### src/rtl/guard_pkg.sv
`timescale 1ns/1ps
package guard_pkg;
   // Registers inside the guard's own space
   typedef enum logic [1:0] {
      CFG_RD_MASK = 2'd0,
      CFG_WR_MASK = 2'd1,
      CFG_MODE    = 2'd2,
      CFG_RSVD    = 2'd3
   } cfg_reg_e;
endpackage

### src/rtl/guard_sel_decode.sv
`timescale 1ns/1ps
module guard_sel_decode #(
   parameter int N_PERIPH   = 14,
   parameter bit ONEHOT_SEL = 1'b0,
   localparam int IDX_W     = $clog2(N_PERIPH),
   localparam int SEL_W     = ONEHOT_SEL ? N_PERIPH : IDX_W
) (
   input  logic [SEL_W-1:0] sel,
   output logic             dec_ok,
   output logic [IDX_W-1:0] idx
);
   generate
      if (ONEHOT_SEL) begin : g_onehot
         always_comb begin
            idx = '0;
            for (int i = 0; i < N_PERIPH; i++) begin
               if (sel[i]) idx = idx | IDX_W'(i);
            end
         end
         assign dec_ok = $onehot(sel);
      end else begin : g_index
         assign idx    = sel;
         assign dec_ok = 32'(sel) < N_PERIPH;
      end
   endgenerate
endmodule

### src/rtl/guard_cfg_regs.sv
`timescale 1ns/1ps
module guard_cfg_regs
   import guard_pkg::*;
#(
   parameter int N_PERIPH = 14,
   parameter int DATA_W   = 32
) (
   input  logic                clk,
   input  logic                rst_n,
   input  logic                wr_en,
   input  cfg_reg_e            reg_sel,
   input  logic [DATA_W-1:0]   wr_data,
   output logic [N_PERIPH-1:0] rd_mask,
   output logic [N_PERIPH-1:0] wr_mask,
   output logic                err_mode,
   output logic [DATA_W-1:0]   rd_word
);
   always_ff @(posedge clk or negedge rst_n) begin
      if (!rst_n) begin
         rd_mask  <= '0;
         wr_mask  <= '0;
         err_mode <= 1'b0;
      end else if (wr_en) begin
         case (reg_sel)
            CFG_RD_MASK: rd_mask  <= wr_data[N_PERIPH-1:0];
            CFG_WR_MASK: wr_mask  <= wr_data[N_PERIPH-1:0];
            CFG_MODE:    err_mode <= wr_data[0];
            default: ;
         endcase
      end
   end

   always_comb begin
      case (reg_sel)
         CFG_RD_MASK: rd_word = DATA_W'(rd_mask);
         CFG_WR_MASK: rd_word = DATA_W'(wr_mask);
         CFG_MODE:    rd_word = DATA_W'(err_mode);
         default:     rd_word = '0;
      endcase
   end

   // configuration changes only through a granted write
   p_cfg_hold_r8: assert property (@(posedge clk) disable iff (!rst_n)
      !wr_en |=> ($stable(rd_mask) && $stable(wr_mask) && $stable(err_mode)));
endmodule

### src/rtl/guard_policy.sv
`timescale 1ns/1ps
module guard_policy #(
   parameter int N_PERIPH = 14,
   localparam int IDX_W   = $clog2(N_PERIPH)
) (
   input  logic                valid,
   input  logic                write,
   input  logic                priv,
   input  logic                dec_ok,
   input  logic [IDX_W-1:0]    idx,
   input  logic [N_PERIPH-1:0] rd_mask,
   input  logic [N_PERIPH-1:0] wr_mask,
   input  logic                err_mode,
   output logic                grant,
   output logic                bus_err
);
   logic prot_hit;
   logic blocked;

   always_comb begin
      prot_hit = 1'b0;
      if (dec_ok) prot_hit = write ? wr_mask[idx] : rd_mask[idx];
      blocked  = !dec_ok || (!priv && prot_hit);
      grant    = valid && !blocked;
      bus_err  = valid && (!dec_ok || (!priv && prot_hit && err_mode));
   end
endmodule

### src/rtl/periph_access_guard.sv
`timescale 1ns/1ps
module periph_access_guard
   import guard_pkg::*;
#(
   parameter int N_PERIPH   = 14,
   parameter int DATA_W     = 32,
   parameter int SELF_IDX   = 9,
   parameter bit ONEHOT_SEL = 1'b0,
   localparam int IDX_W     = $clog2(N_PERIPH),
   localparam int SEL_W     = ONEHOT_SEL ? N_PERIPH : IDX_W
) (
   input  logic                clk,
   input  logic                rst_n,
   input  logic                req_valid,
   input  logic [SEL_W-1:0]    req_sel,
   input  logic                req_write,
   input  logic                req_priv,
   input  logic [1:0]          req_reg,
   input  logic [DATA_W-1:0]   req_wdata,
   input  logic [DATA_W-1:0]   periph_rdata,
   output logic                grant,
   output logic                bus_err,
   output logic [N_PERIPH-1:0] periph_en,
   output logic                periph_we,
   output logic [DATA_W-1:0]   rsp_rdata
);
   generate
      if (N_PERIPH < 2)        begin : g_bad_n    $error("N_PERIPH must be at least 2"); end
      if (SELF_IDX >= N_PERIPH) begin : g_bad_self $error("SELF_IDX out of range"); end
      if (DATA_W < N_PERIPH)   begin : g_bad_w    $error("DATA_W must hold a mask"); end
   endgenerate

   logic                dec_ok;
   logic [IDX_W-1:0]    idx;
   logic [N_PERIPH-1:0] rd_mask, wr_mask;
   logic                err_mode;
   logic [DATA_W-1:0]   cfg_word;
   logic                self_hit;
   logic                cfg_wr_en;

   guard_sel_decode #(.N_PERIPH(N_PERIPH), .ONEHOT_SEL(ONEHOT_SEL)) i_dec (
      .sel(req_sel), .dec_ok(dec_ok), .idx(idx));

   guard_policy #(.N_PERIPH(N_PERIPH)) i_pol (
      .valid(req_valid), .write(req_write), .priv(req_priv),
      .dec_ok(dec_ok), .idx(idx), .rd_mask(rd_mask), .wr_mask(wr_mask),
      .err_mode(err_mode), .grant(grant), .bus_err(bus_err));

   assign self_hit  = dec_ok && (32'(idx) == SELF_IDX);
   assign cfg_wr_en = grant && req_write && self_hit;

   guard_cfg_regs #(.N_PERIPH(N_PERIPH), .DATA_W(DATA_W)) i_cfg (
      .clk(clk), .rst_n(rst_n), .wr_en(cfg_wr_en),
      .reg_sel(cfg_reg_e'(req_reg)), .wr_data(req_wdata),
      .rd_mask(rd_mask), .wr_mask(wr_mask), .err_mode(err_mode),
      .rd_word(cfg_word));

   genvar gi;
   generate
      for (gi = 0; gi < N_PERIPH; gi++) begin : g_strobe
         if (gi == SELF_IDX) begin : g_self
            assign periph_en[gi] = 1'b0;
         end else begin : g_ext
            assign periph_en[gi] = grant && (32'(idx) == gi);
         end
      end
   endgenerate

   assign periph_we = grant && req_write;
   assign rsp_rdata = (grant && !req_write) ? (self_hit ? cfg_word : periph_rdata) : '0;

   // privilege bypasses every mask
   p_priv_pass_r5: assert property (@(posedge clk) disable iff (!rst_n)
      (req_valid && req_priv && dec_ok) |-> grant);
   // error and grant exclude each other
   p_err_excl_r6: assert property (@(posedge clk) disable iff (!rst_n)
      bus_err |-> !grant);
   // idle request leaves every output quiet
   p_idle_quiet_r7: assert property (@(posedge clk) disable iff (!rst_n)
      !req_valid |-> (!grant && !bus_err && periph_en == '0 && !periph_we && rsp_rdata == '0));
   // at most one strobe, never on the guard's own index
   p_strobe_onehot_r11: assert property (@(posedge clk) disable iff (!rst_n)
      $onehot0(periph_en) && !periph_en[SELF_IDX]);
   // a refused read returns zero
   p_blocked_zero_r2: assert property (@(posedge clk) disable iff (!rst_n)
      (req_valid && !req_write && !grant) |-> rsp_rdata == '0);
endmodule

### config.mk
export PLATFORM = sky130hd
export DESIGN_NAME = periph_access_guard
export DESIGN_NICKNAME = d
export VERILOG_FILES = /design/src/rtl/guard_pkg.sv /design/src/rtl/guard_sel_decode.sv /design/src/rtl/guard_cfg_regs.sv /design/src/rtl/guard_policy.sv /design/src/rtl/periph_access_guard.sv
export SDC_FILE = /design/constraint.sdc
export NUM_CORES = 1
export LEC_CHECK = 0
export CAP_MARGIN = 20
export CORE_MARGIN = 2
export CORE_UTILIZATION = 55
export DETAILED_ROUTE_END_ITERATION = 12
export DONT_BUFFER_PORTS = 1
export GPL_ROUTABILITY_DRIVEN = 1
export PLACE_DENSITY = 0.81
export RECOVER_POWER = 25
export SETUP_SLACK_MARGIN = 0.1
export SLEW_MARGIN = 20
export SYNTH_ARGS = -nofsm -noshare
export SYNTH_HDL_FRONTEND = slang
export SYNTH_SLANG_ARGS = --single-unit
### constraint.sdc
create_clock -name clk -period 4.9 [get_ports clk]
set_input_delay 0.735 -clock clk [delete_from_list [all_inputs] [get_ports clk]]
set_output_delay 0.735 -clock clk [all_outputs]
set_load 0.05 [all_outputs]
# [Word level (Yosys, flattened, before mapping)]
# Index checks and enable logic that the tools add are counted.
[classes] n_mux=9 reduce_logical=32 magnitude_cmp=2 n_eq_ne=15
[ops] operator="32-bit two-way mux" count=2
[ops] operator="14-bit case mux with 3 select lines" count=1
[ops] operator="4-bit == test (second input constant)" count=6
[ops] operator="1-bit logical AND" count=21
[ops] operator="4-bit by 3-bit == test with 1-bit output (second input constant)" count=4
[ops] operator="1-bit binary-select mux with 4-bit select" count=2
[ops] operator="4-bit by 2-bit == test with 1-bit output (second input constant)" count=2
[ops] operator="2-bit AND reduction" count=3
[ops] operator="4-bit by 5-bit < comparator with 1-bit output (second input constant)" count=1
[ops] operator="4-bit by 1-bit == test with 1-bit output (second input constant)" count=1
[ops] operator="1-bit logical NOT" count=4
[ops] operator="4-bit logical NOT" count=1
[ops] operator="4-bit < comparator (second input constant)" count=1
[ops] operator="1-bit two-way mux" count=4
[ops] operator="2-bit by 1-bit == test with 1-bit output (second input constant)" count=1
[ops] operator="2-bit == test (second input constant)" count=1
[ops] operator="2-bit logical NOT" count=1
[ops] operator="1-bit logical OR" count=2
[word_totals] in_bits=75 out_inout_bits=49 word_cells=61 regBits=29

# [Logic depth before layout (Yosys ltp)]
# Gate-level depths: netlist of the first run.
[depth] depth_word=11 depth_mapped=8

# [Hierarchy]
# From an unflattened synthesis of the first run, not the netlist that was laid out.
[hier_totals] cells_unflattened=290 area_unflattened_um2=2707.6
[modules_own_cells] module="guard_cfg_regs" area_each_um2=1535.2 instances=1 cells_per_inst=115 seq_area_each_um2=725.7
[modules_own_cells] module="periph_access_guard" area_each_um2=839.6 instances=1 cells_per_inst=142 seq_area_each_um2=0.0
[modules_own_cells] module="guard_policy" area_each_um2=297.8 instances=1 cells_per_inst=28 seq_area_each_um2=0.0
[modules_own_cells] module="guard_sel_decode" area_each_um2=35.0 instances=1 cells_per_inst=5 seq_area_each_um2=0.0

# [Least setup slack after synthesis of the first run]
# Ideal clock, no wire load.
[synth_timing] path_kind="input to output" from="input req_sel[0]" to="output periph_en[0]" path_slack_ns=0.562 cell_stages=7 n_path_buf=2 arrival_ns=3.603 path_cell_list="buf_2 -> mux4_2 -> nor2b_1 -> nor4_4 -> a211oi_2 -> buf_4 -> nor4_1"
[synth_between] elab_chain_len=9
[synth_lines] element="from (decl)" line_no="periph_access_guard.sv:15" rtl="input logic [SEL_W-1:0] req_sel,"
[synth_lines] element="1-bit binary-select mux with 4-bit select" line_no="guard_policy.sv:22" rtl="if (dec_ok) prot_hit = write ? wr_mask[idx] : rd_mask[idx];"
[synth_lines] element="1-bit two-way mux (implied by the code)" line_no="guard_policy.sv:22"
[synth_lines] element="1-bit two-way mux (2 in a row)" line_no="guard_policy.sv:22"
[synth_lines] element="1-bit logical AND" line_no="guard_policy.sv:23" rtl="blocked = !dec_ok || (!priv && prot_hit);"
[synth_lines] element="1-bit logical OR" line_no="guard_policy.sv:23"
[synth_lines] element="1-bit logical NOT" line_no="guard_policy.sv:24" rtl="grant = valid && !blocked;"
[synth_lines] element="1-bit logical AND" line_no="guard_policy.sv:24"
[synth_lines] element="1-bit logical AND (*)" line_no="periph_access_guard.sv:64" rtl="assign periph_en[gi] = grant && (32'(idx) == gi);"
[synth_lines] element="to (decl)" line_no="periph_access_guard.sv:23" rtl="output logic [N_PERIPH-1:0] periph_en,"
# Every way passes the cells marked *; elsewhere a longest branch is shown, timed or not. The select of a mux whose other input is x is not followed.

# [Final worst setup path of the first run]
[layout_timing] from="input req_sel[3]" to="output rsp_rdata[7]"
[layout_between] elab_chain_len=10
[layout_lines] element="1-bit binary-select mux with 4-bit select" line_no="guard_policy.sv:22"
[layout_lines] element="1-bit two-way mux (implied by the code)" line_no="guard_policy.sv:22"
[layout_lines] element="1-bit two-way mux (2 in a row)" line_no="guard_policy.sv:22"
[layout_lines] element="1-bit logical AND" line_no="guard_policy.sv:23"
[layout_lines] element="1-bit logical OR" line_no="guard_policy.sv:23"
[layout_lines] element="1-bit logical NOT" line_no="guard_policy.sv:24"
[layout_lines] element="1-bit logical AND" line_no="guard_policy.sv:24"
[layout_lines] element="1-bit logical AND" line_no="periph_access_guard.sv:70" rtl="assign rsp_rdata = (grant && !req_write) ? (self_hit ? cfg_word : periph_rdata) : '0;"
[layout_lines] element="32-bit two-way mux (*)" line_no="periph_access_guard.sv:70"
[layout_lines] element="to (decl)" line_no="periph_access_guard.sv:25" rtl="output logic [DATA_W-1:0] rsp_rdata"
# Marks and branches as above.

==> results of run 1 <==
-- logic make-up (layout without fill, tap and decap cells) --
family	Yosys count	count (layout)	share of synthesized area
buf+inv	27	21	0.0575
mux	54	54	0.265
simple gates	100	100	0.294
compound gates	26	26	0.0779
other cells	1	1	0.00157
flops	29	29	0.303
-- layout by cell type, fill, tap and decap left out, types with 2 or more instances in the layout --
master	n
clkbuf_8	5
nor4_4	2
nor3b_2	19
mux2_4	11
or2_2	3
nand2_1	4
nor2_1	25
nand3_1	4
mux2_2	21
inv_1	3
nor3_1	15
mux2i_1	21
nor2b_1	3
a21oi_1	13
nor4_2	7
nand2b_1	4
buf_4	10
o21bai_1	2
a2bb2oi_1	2
dfrtp_1	29
clkbuf_1	3
nand3b_1	5
-- metal layers --
metal  GRT usage  wire length [um]  up-vias
li1            -                 -      842
met1       0.291              2340      863
met2       0.403              2880       95
met3      0.0592               430        6
met4      0.0705                59        0
met5           0                 0        -
-- power breakdown --
part	internal (mW)	leakage, nW	total, mW	switching, mW
Combinational	0.0559	0.625	0.150	0.0940
Sequential	0.259	0.392	0.275	0.0157
Clock	0.101	0.0395	0.188	0.0878
-- through the flow --
stage | setup slack [ns] | area [sq um] | util | cells
floorplan | 0.562 | 2390 | - | 237
global placement | 1.18 | 2450 | 0.600 | 273
detailed placement | 1.13 | 2450 | 0.600 | 273
CTS | 1.13 | 2530 | 0.620 | 281
global route | 1.01 | 2530 | 0.620 | 281
finish | 1.15 | 2530 | 0.620 | 281
-- layout make-up --
cell class	count	area [sq um]	area share
well taps	50	62.6	0.0247
repair buffers	10	75.1	0.0296
clock buffers	8	80.1	0.0316
flip-flops and latches	29	726	0.286
inverters	3	11.3	0.00444
multi-input cells	181	1580	0.623
-- flip-flops by register name (all words and copies together) (netlist names) --
name	flops
i_cfg.err_mode	1
i_cfg.wr_mask	14
i_cfg.rd_mask	14
-- worst max-delay path: stages --
cell and delay, ns:
or2_2 0.35, o32ai_1 0.44, nor4_4 0.14, o21ai_4 0.84, nor2_1 0.49
-- worst paths after layout --
check                                 start                 to  slack [ns]  depth (start not counted)
max reg2reg                i_cfg.wr_mask[9]  i_cfg.rd_mask[10]        2.58                          5
max in group asynchronous             rst_n   i_cfg.wr_mask[3]        4.68                          0
min reg2reg                i_cfg.rd_mask[4]   i_cfg.rd_mask[4]        0.53                          1
min in group clk           i_cfg.rd_mask[4]   i_cfg.rd_mask[4]        0.53                          1
min                                   rst_n   i_cfg.wr_mask[0]        0.14                          0
max                              req_sel[3]       rsp_rdata[7]        1.15                          5
==> summary.md, run 1 <==
| Metric | Value |
|---|---|
| CORE AREA | `4090 sq um` |
| ANT nets after route | `0` |
| Routed vias | `1806` |
| Final hold slack | `0.139 ns` |
| GPL Wtd Cong | `0.825` |
| Pwr/cell area | `242 nW/um^2` |
| Number of enable flip-flop cells after synthesis | `0` |
| Setup bufs post-CTS | `0` |
| RSZ-0062 raised after global routing | `no` |
| Fin crit period | `3.75 ns` |
| WS Path Type | `in -> out` |
| Clk slew on worst S/H paths | `0.06 ns` |
| # fillers | `342` |
| Max Clock Skew | `0.00372 ns` |
| Starting Density | `0.585` |
| Final Max Tran Viols | `0` |
| Crit share post-route | `0.764` |
| Syn avg cell area | `10.1 sq um` |
| Final TNS setup | `0 ns` |
| CTS Buf Count | `5` |
| Min-delay worst type | `in -> async` |
| I/O Pins | `124` |
| Synth async-reset ratio | `1.00` |
| Top cells by area, synth | `dfrtp_1, mux2_2, mux2i_1, nor3b_2, mux2_4` |
| First-pass GRT wire length | `9060 um` |
| Num Clock Sinks | `29` |
| Hold Buf Count CTS | `0` |
| Worst Path Arrival | `3.01 ns` |
| Detailed placer's ending HPWL | `4210 um` |
| Top cells by instance count after synthesis | `dfrtp_1, nor2_1, mux2_2, mux2i_1, nor3b_2` |
| Total power | `0.613 mW` |
| CP required | `4.16 ns` |
| Pleak | `1.06 nW` |
| Status | `completed` |
| Yosys warning total | `0` |
| PortBufs | `0` |
| Register area share after synthesis | `0.303` |
| Max Buffers Root-to-Sink | `2` |
| Leading area contributor after synthesis | `dfrtp_1` |
| Max cap viols | `0` |
| CTS resizes | `0` |
| Nets | `305` |
| Vias in the first global route | `1716` |
| WL final | `5710 um` |
| Endpoints failing setup | `0` |
| Die area | `4890 sq um` |
| Syn Inst Count | `237` |
| Initial antenna violation count | `0` |
| Most common cell in the netlist | `dfrtp_1` |
| Net Count, Synth | `312` |
| Synth Flop Type | `dfrtp_1` |
| Worst vdd ir | `189 uV` |
| Worst-Skew Late Latency | `0.29 ns` |
| Seq cells post-synth | `29` |
| Area Overhead vs Synth | `5.91%` |
| Avg WL per Cell | `20.3 um` |
| 1st-pass router iterations | `4` |
| Die Y-Extent | `70.0 um` |
| Initial DRC Count | `92` |
| Slew HR | `0.292` |
| Fmax | `267 MHz` |
| Share of the synthesized area in the top cell type | `0.303` |
| Proportion of layout cells with a drive suffix above 1 | `0.372` |
| Measured slew at the worst slew-check pin | `1.06 ns` |
| Critical Path Start Type | `primary input` |
| Remaining Overflow, GRT | `0` |
| TritonCTS clock tree | `yes` |
| Critical Path Fanout Max | `32` |
| H-tree Lvls | `2` |
| GRT Overall Usage | `0.235` |
| Pin count of the biggest net entering global routing | `33` |
| Site Rows | `23` |
| Mapped Area | `2390 sq um` |
| Via/cell ratio | `6.43` |
| Hold Fails Final Rpt | `0` |
| Clk root buf | `clkbuf_8` |
| Worst setup EP type | `primary output` |
| Die W | `70.0 um` |
| Cell variety after synth | `43` |
| # DRC | `0` |
| Antenna cells | `0` |
No activity file was read; power rests on OpenSTA's default activity.
==> run 2: changes to the inputs <==
clock period = 3.9 ns   (was 4.9 ns; I/O delays follow)
==> run 2 against run 1 <==
  * Via count grew 11%
  * Setup slack lost 0.61 ns
  * Worst hold slack gained 0.31 ns
  * Combinational power grew 47%
  * First-iteration DRC count shrank 33%
  * Non-clock buffer count grew 41
  * Critical path depth is the same
  * Die area is the same
  * Final cell count grew 15%
==> summary.md, run 2 (synthesized netlist as in run 1, its figures left out) <==
| Metric | Value |
|---|---|
| Area Overhead vs Synth | `20.1%` |
| Share of power burned in registers | `0.414 (-0.034)` |
| Die area | `4890 sq um (unchanged)` |
| Die Y-Extent | `70.0 um (unchanged)` |
| Most common cell after layout, fill and taps aside | `buf_4` |
| Pwr/cell area | `291 nW/um^2 (+20%)` |
| Crit share post-route | `0.860` |
| Num Clock Sinks | `29 (unchanged)` |
| CTS resizes | `0 (unchanged)` |
| Remaining Overflow, GRT | `0 (unchanged)` |
| Pleak | `1.29 nW (+22%)` |
| NetSw | `0.261 mW (+32%)` |
| 1st-pass router iterations | `4 (unchanged)` |
| Setup bufs post-CTS | `0 (unchanged)` |
| CP delay by family, top | `compound AO/OA/AOI/OAI gates` |
| CTS Buf Count | `5 (unchanged)` |
| Slowest stage cell, crit path | `a211oi_2` |
| Multi-input logic area | `1580 sq um (unchanged)` |
| Starting Density | `0.585 (unchanged)` |
| Pin count of the biggest net entering global routing | `27 (-18%)` |
| Clk slew on worst S/H paths | `0.06 ns (about the same)` |
| Critical Path Fanout Max | `15 (-53%)` |
| TritonCTS clock tree | `yes` |
| Total power | `0.837 mW (+36%)` |
| Proportion of layout cells with a drive suffix above 1 | `0.471 (+0.0983)` |
| Critical Path Start Type | `primary input` |
| Fin crit period | `3.35 ns` |
| Hold Fails Final Rpt | `0 (unchanged)` |
| Sw frac | `0.312 (-0.00985)` |
| Reg area | `726 sq um (unchanged)` |
| Via/cell ratio | `6.22 (-3.2%)` |
| Initial antenna violation count | `0 (unchanged)` |
| Worst setup EP type | `primary output` |
| H-tree Lvls | `2 (unchanged)` |
| CP required | `3.31 ns (-0.85 ns)` |
| WS Path Type | `in -> out` |
| Max cap viols | `0 (unchanged)` |
| Initial DRC Count | `62 (-33%)` |
| WL final | `6280 um (+9.9%)` |
| CP peak stage delay | `0.80 ns (-0.04 ns)` |
| Worst-Skew Late Latency | `0.28 ns (about the same)` |
| Max Clock Skew | `0.00928 ns (+0.00556 ns)` |
| RSZ-0062 raised after global routing | `no` |
| Min-delay worst type | `in -> reg` |
| Endpoints failing setup | `0 (unchanged)` |
| GRT Overall Usage | `0.254 (+0.0194)` |
| Measured slew at the worst slew-check pin | `1.23 ns (+0.174 ns)` |
| Top Metal Used | `met4` |
| Layout Utilization | `0.703 (+0.0833)` |
| Met1 WL | `2490 um (+6.5%)` |
| Max Buffers Root-to-Sink | `2 (unchanged)` |
| Metal3 WL | `574 um (+33%)` |
| Site Rows | `23 (unchanged)` |
| CP Buf/Inv Count | `0 (unchanged)` |
| # DRC | `0 (unchanged)` |
| Avg WL per Cell | `19.5 um (-4.1%)` |
| GPL Wtd Cong | `0.874 (+5.9%)` |
| Met2 wire length | `3140 um (+9.2%)` |
| Clock Power Share | `0.323 (+0.016)` |
| # fillers | `310 (-9.4%)` |
| Top flop regs | `i_cfg.rd_mask: 14 flops, i_cfg.wr_mask: 14 flops, i_cfg.err_mode: 1 flops` |
| CORE AREA | `4090 sq um (unchanged)` |
| Final Max Tran Viols | `0 (unchanged)` |
| Slew HR | `0.178 (-0.114)` |
| Nets | `346 (+13%)` |
| I/O Pins | `124 (unchanged)` |
| ANT nets after route | `0 (unchanged)` |
| Detailed placer's ending HPWL | `4620 um (+9.5%)` |
| Antenna cells | `0 (unchanged)` |
| Combinational fraction of design power | `0.263 (+0.019)` |
| Die W | `70.0 um (unchanged)` |
| Worst vdd ir | `274 uV (+45%)` |
| Most frequent cells in the layout | `buf_4, dfrtp_1, nor2_1, mux2i_1, mux2_2` |
| Status | `completed` |
| Hold Buf Count CTS | `2 (+2)` |
| Vias in the first global route | `1941 (+13%)` |
| Fmax | `298 MHz` |
| Crit-path cells | `or2_2 > o32ai_1 > nor4_4 > a211oi_2 > a31o_2` |
| Routed vias | `2004 (+11%)` |
| Worst Path Arrival | `2.77 ns (-0.24 ns)` |
| Cell Int Power | `0.575 mW (+38%)` |
| PortBufs | `0 (unchanged)` |
| First-pass GRT wire length | `9940 um (+9.7%)` |
| Clk root buf | `clkbuf_8` |
-- run 2: power by group through the flow --
stage               Combinational [mW]  Sequential (mW)  Clock (mW)
floorplan                        0.185            0.344           0
global placement                 0.208            0.349           0
detailed placement               0.212            0.351           0
CTS                              0.221            0.346       0.273
global route                     0.233            0.349       0.287
finish                           0.220            0.347       0.270
-- run 2: worst paths after layout --
check,startpoint,to,slack [ns],cells past startpoint
max in group asynchronous,rst_n,i_cfg.wr_mask[4],2.62,1
worst max register to register,i_cfg.wr_mask[9],i_cfg.rd_mask[1],1.59,5
worst min register to register,i_cfg.rd_mask[8],i_cfg.rd_mask[8],0.53,1
worst max-delay path,req_sel[3],bus_err,0.55,5
min in group asynchronous,rst_n,i_cfg.err_mode,0.54,1
worst min-delay path,req_wdata[1],i_cfg.wr_mask[1],0.45,1
-- run 2: metal layers --
metal,vias to the layer above,GRT usage
met5,-,0
met4,0,0.0641
met3,8,0.0823
met2,101,0.438
met1,966,0.307
li1,929,-
-- run 2: final cells by class --
| class | count | share of cell area |
|---|---|---|
| Timing Repair Buffer | 51 | 0.137 |
| Clock buffer | 7 | 0.0335 |
| Clock inverter | 1 | 0.00174 |
| Tap cell | 50 | 0.0218 |
| Inverter | 3 | 0.00392 |
| Sequential cell | 29 | 0.253 |
| Multi-Input combinational cell | 181 | 0.549 |
-- run 2: per-stage QoR --
step	instances	instance area, sq um	worst slack, ns	setup TNS (ns)	hold slack [ns]
after detailed placement	312	2760	0.560	0	0.290
after global placement	312	2760	0.591	0	0.290
after floorplan	237	2390	-0.138	-0.435	0.289
final	322	2870	0.546	0	0.447
after global routing	322	2870	0.436	0	0.445
after CTS	322	2880	0.558	0	0.444
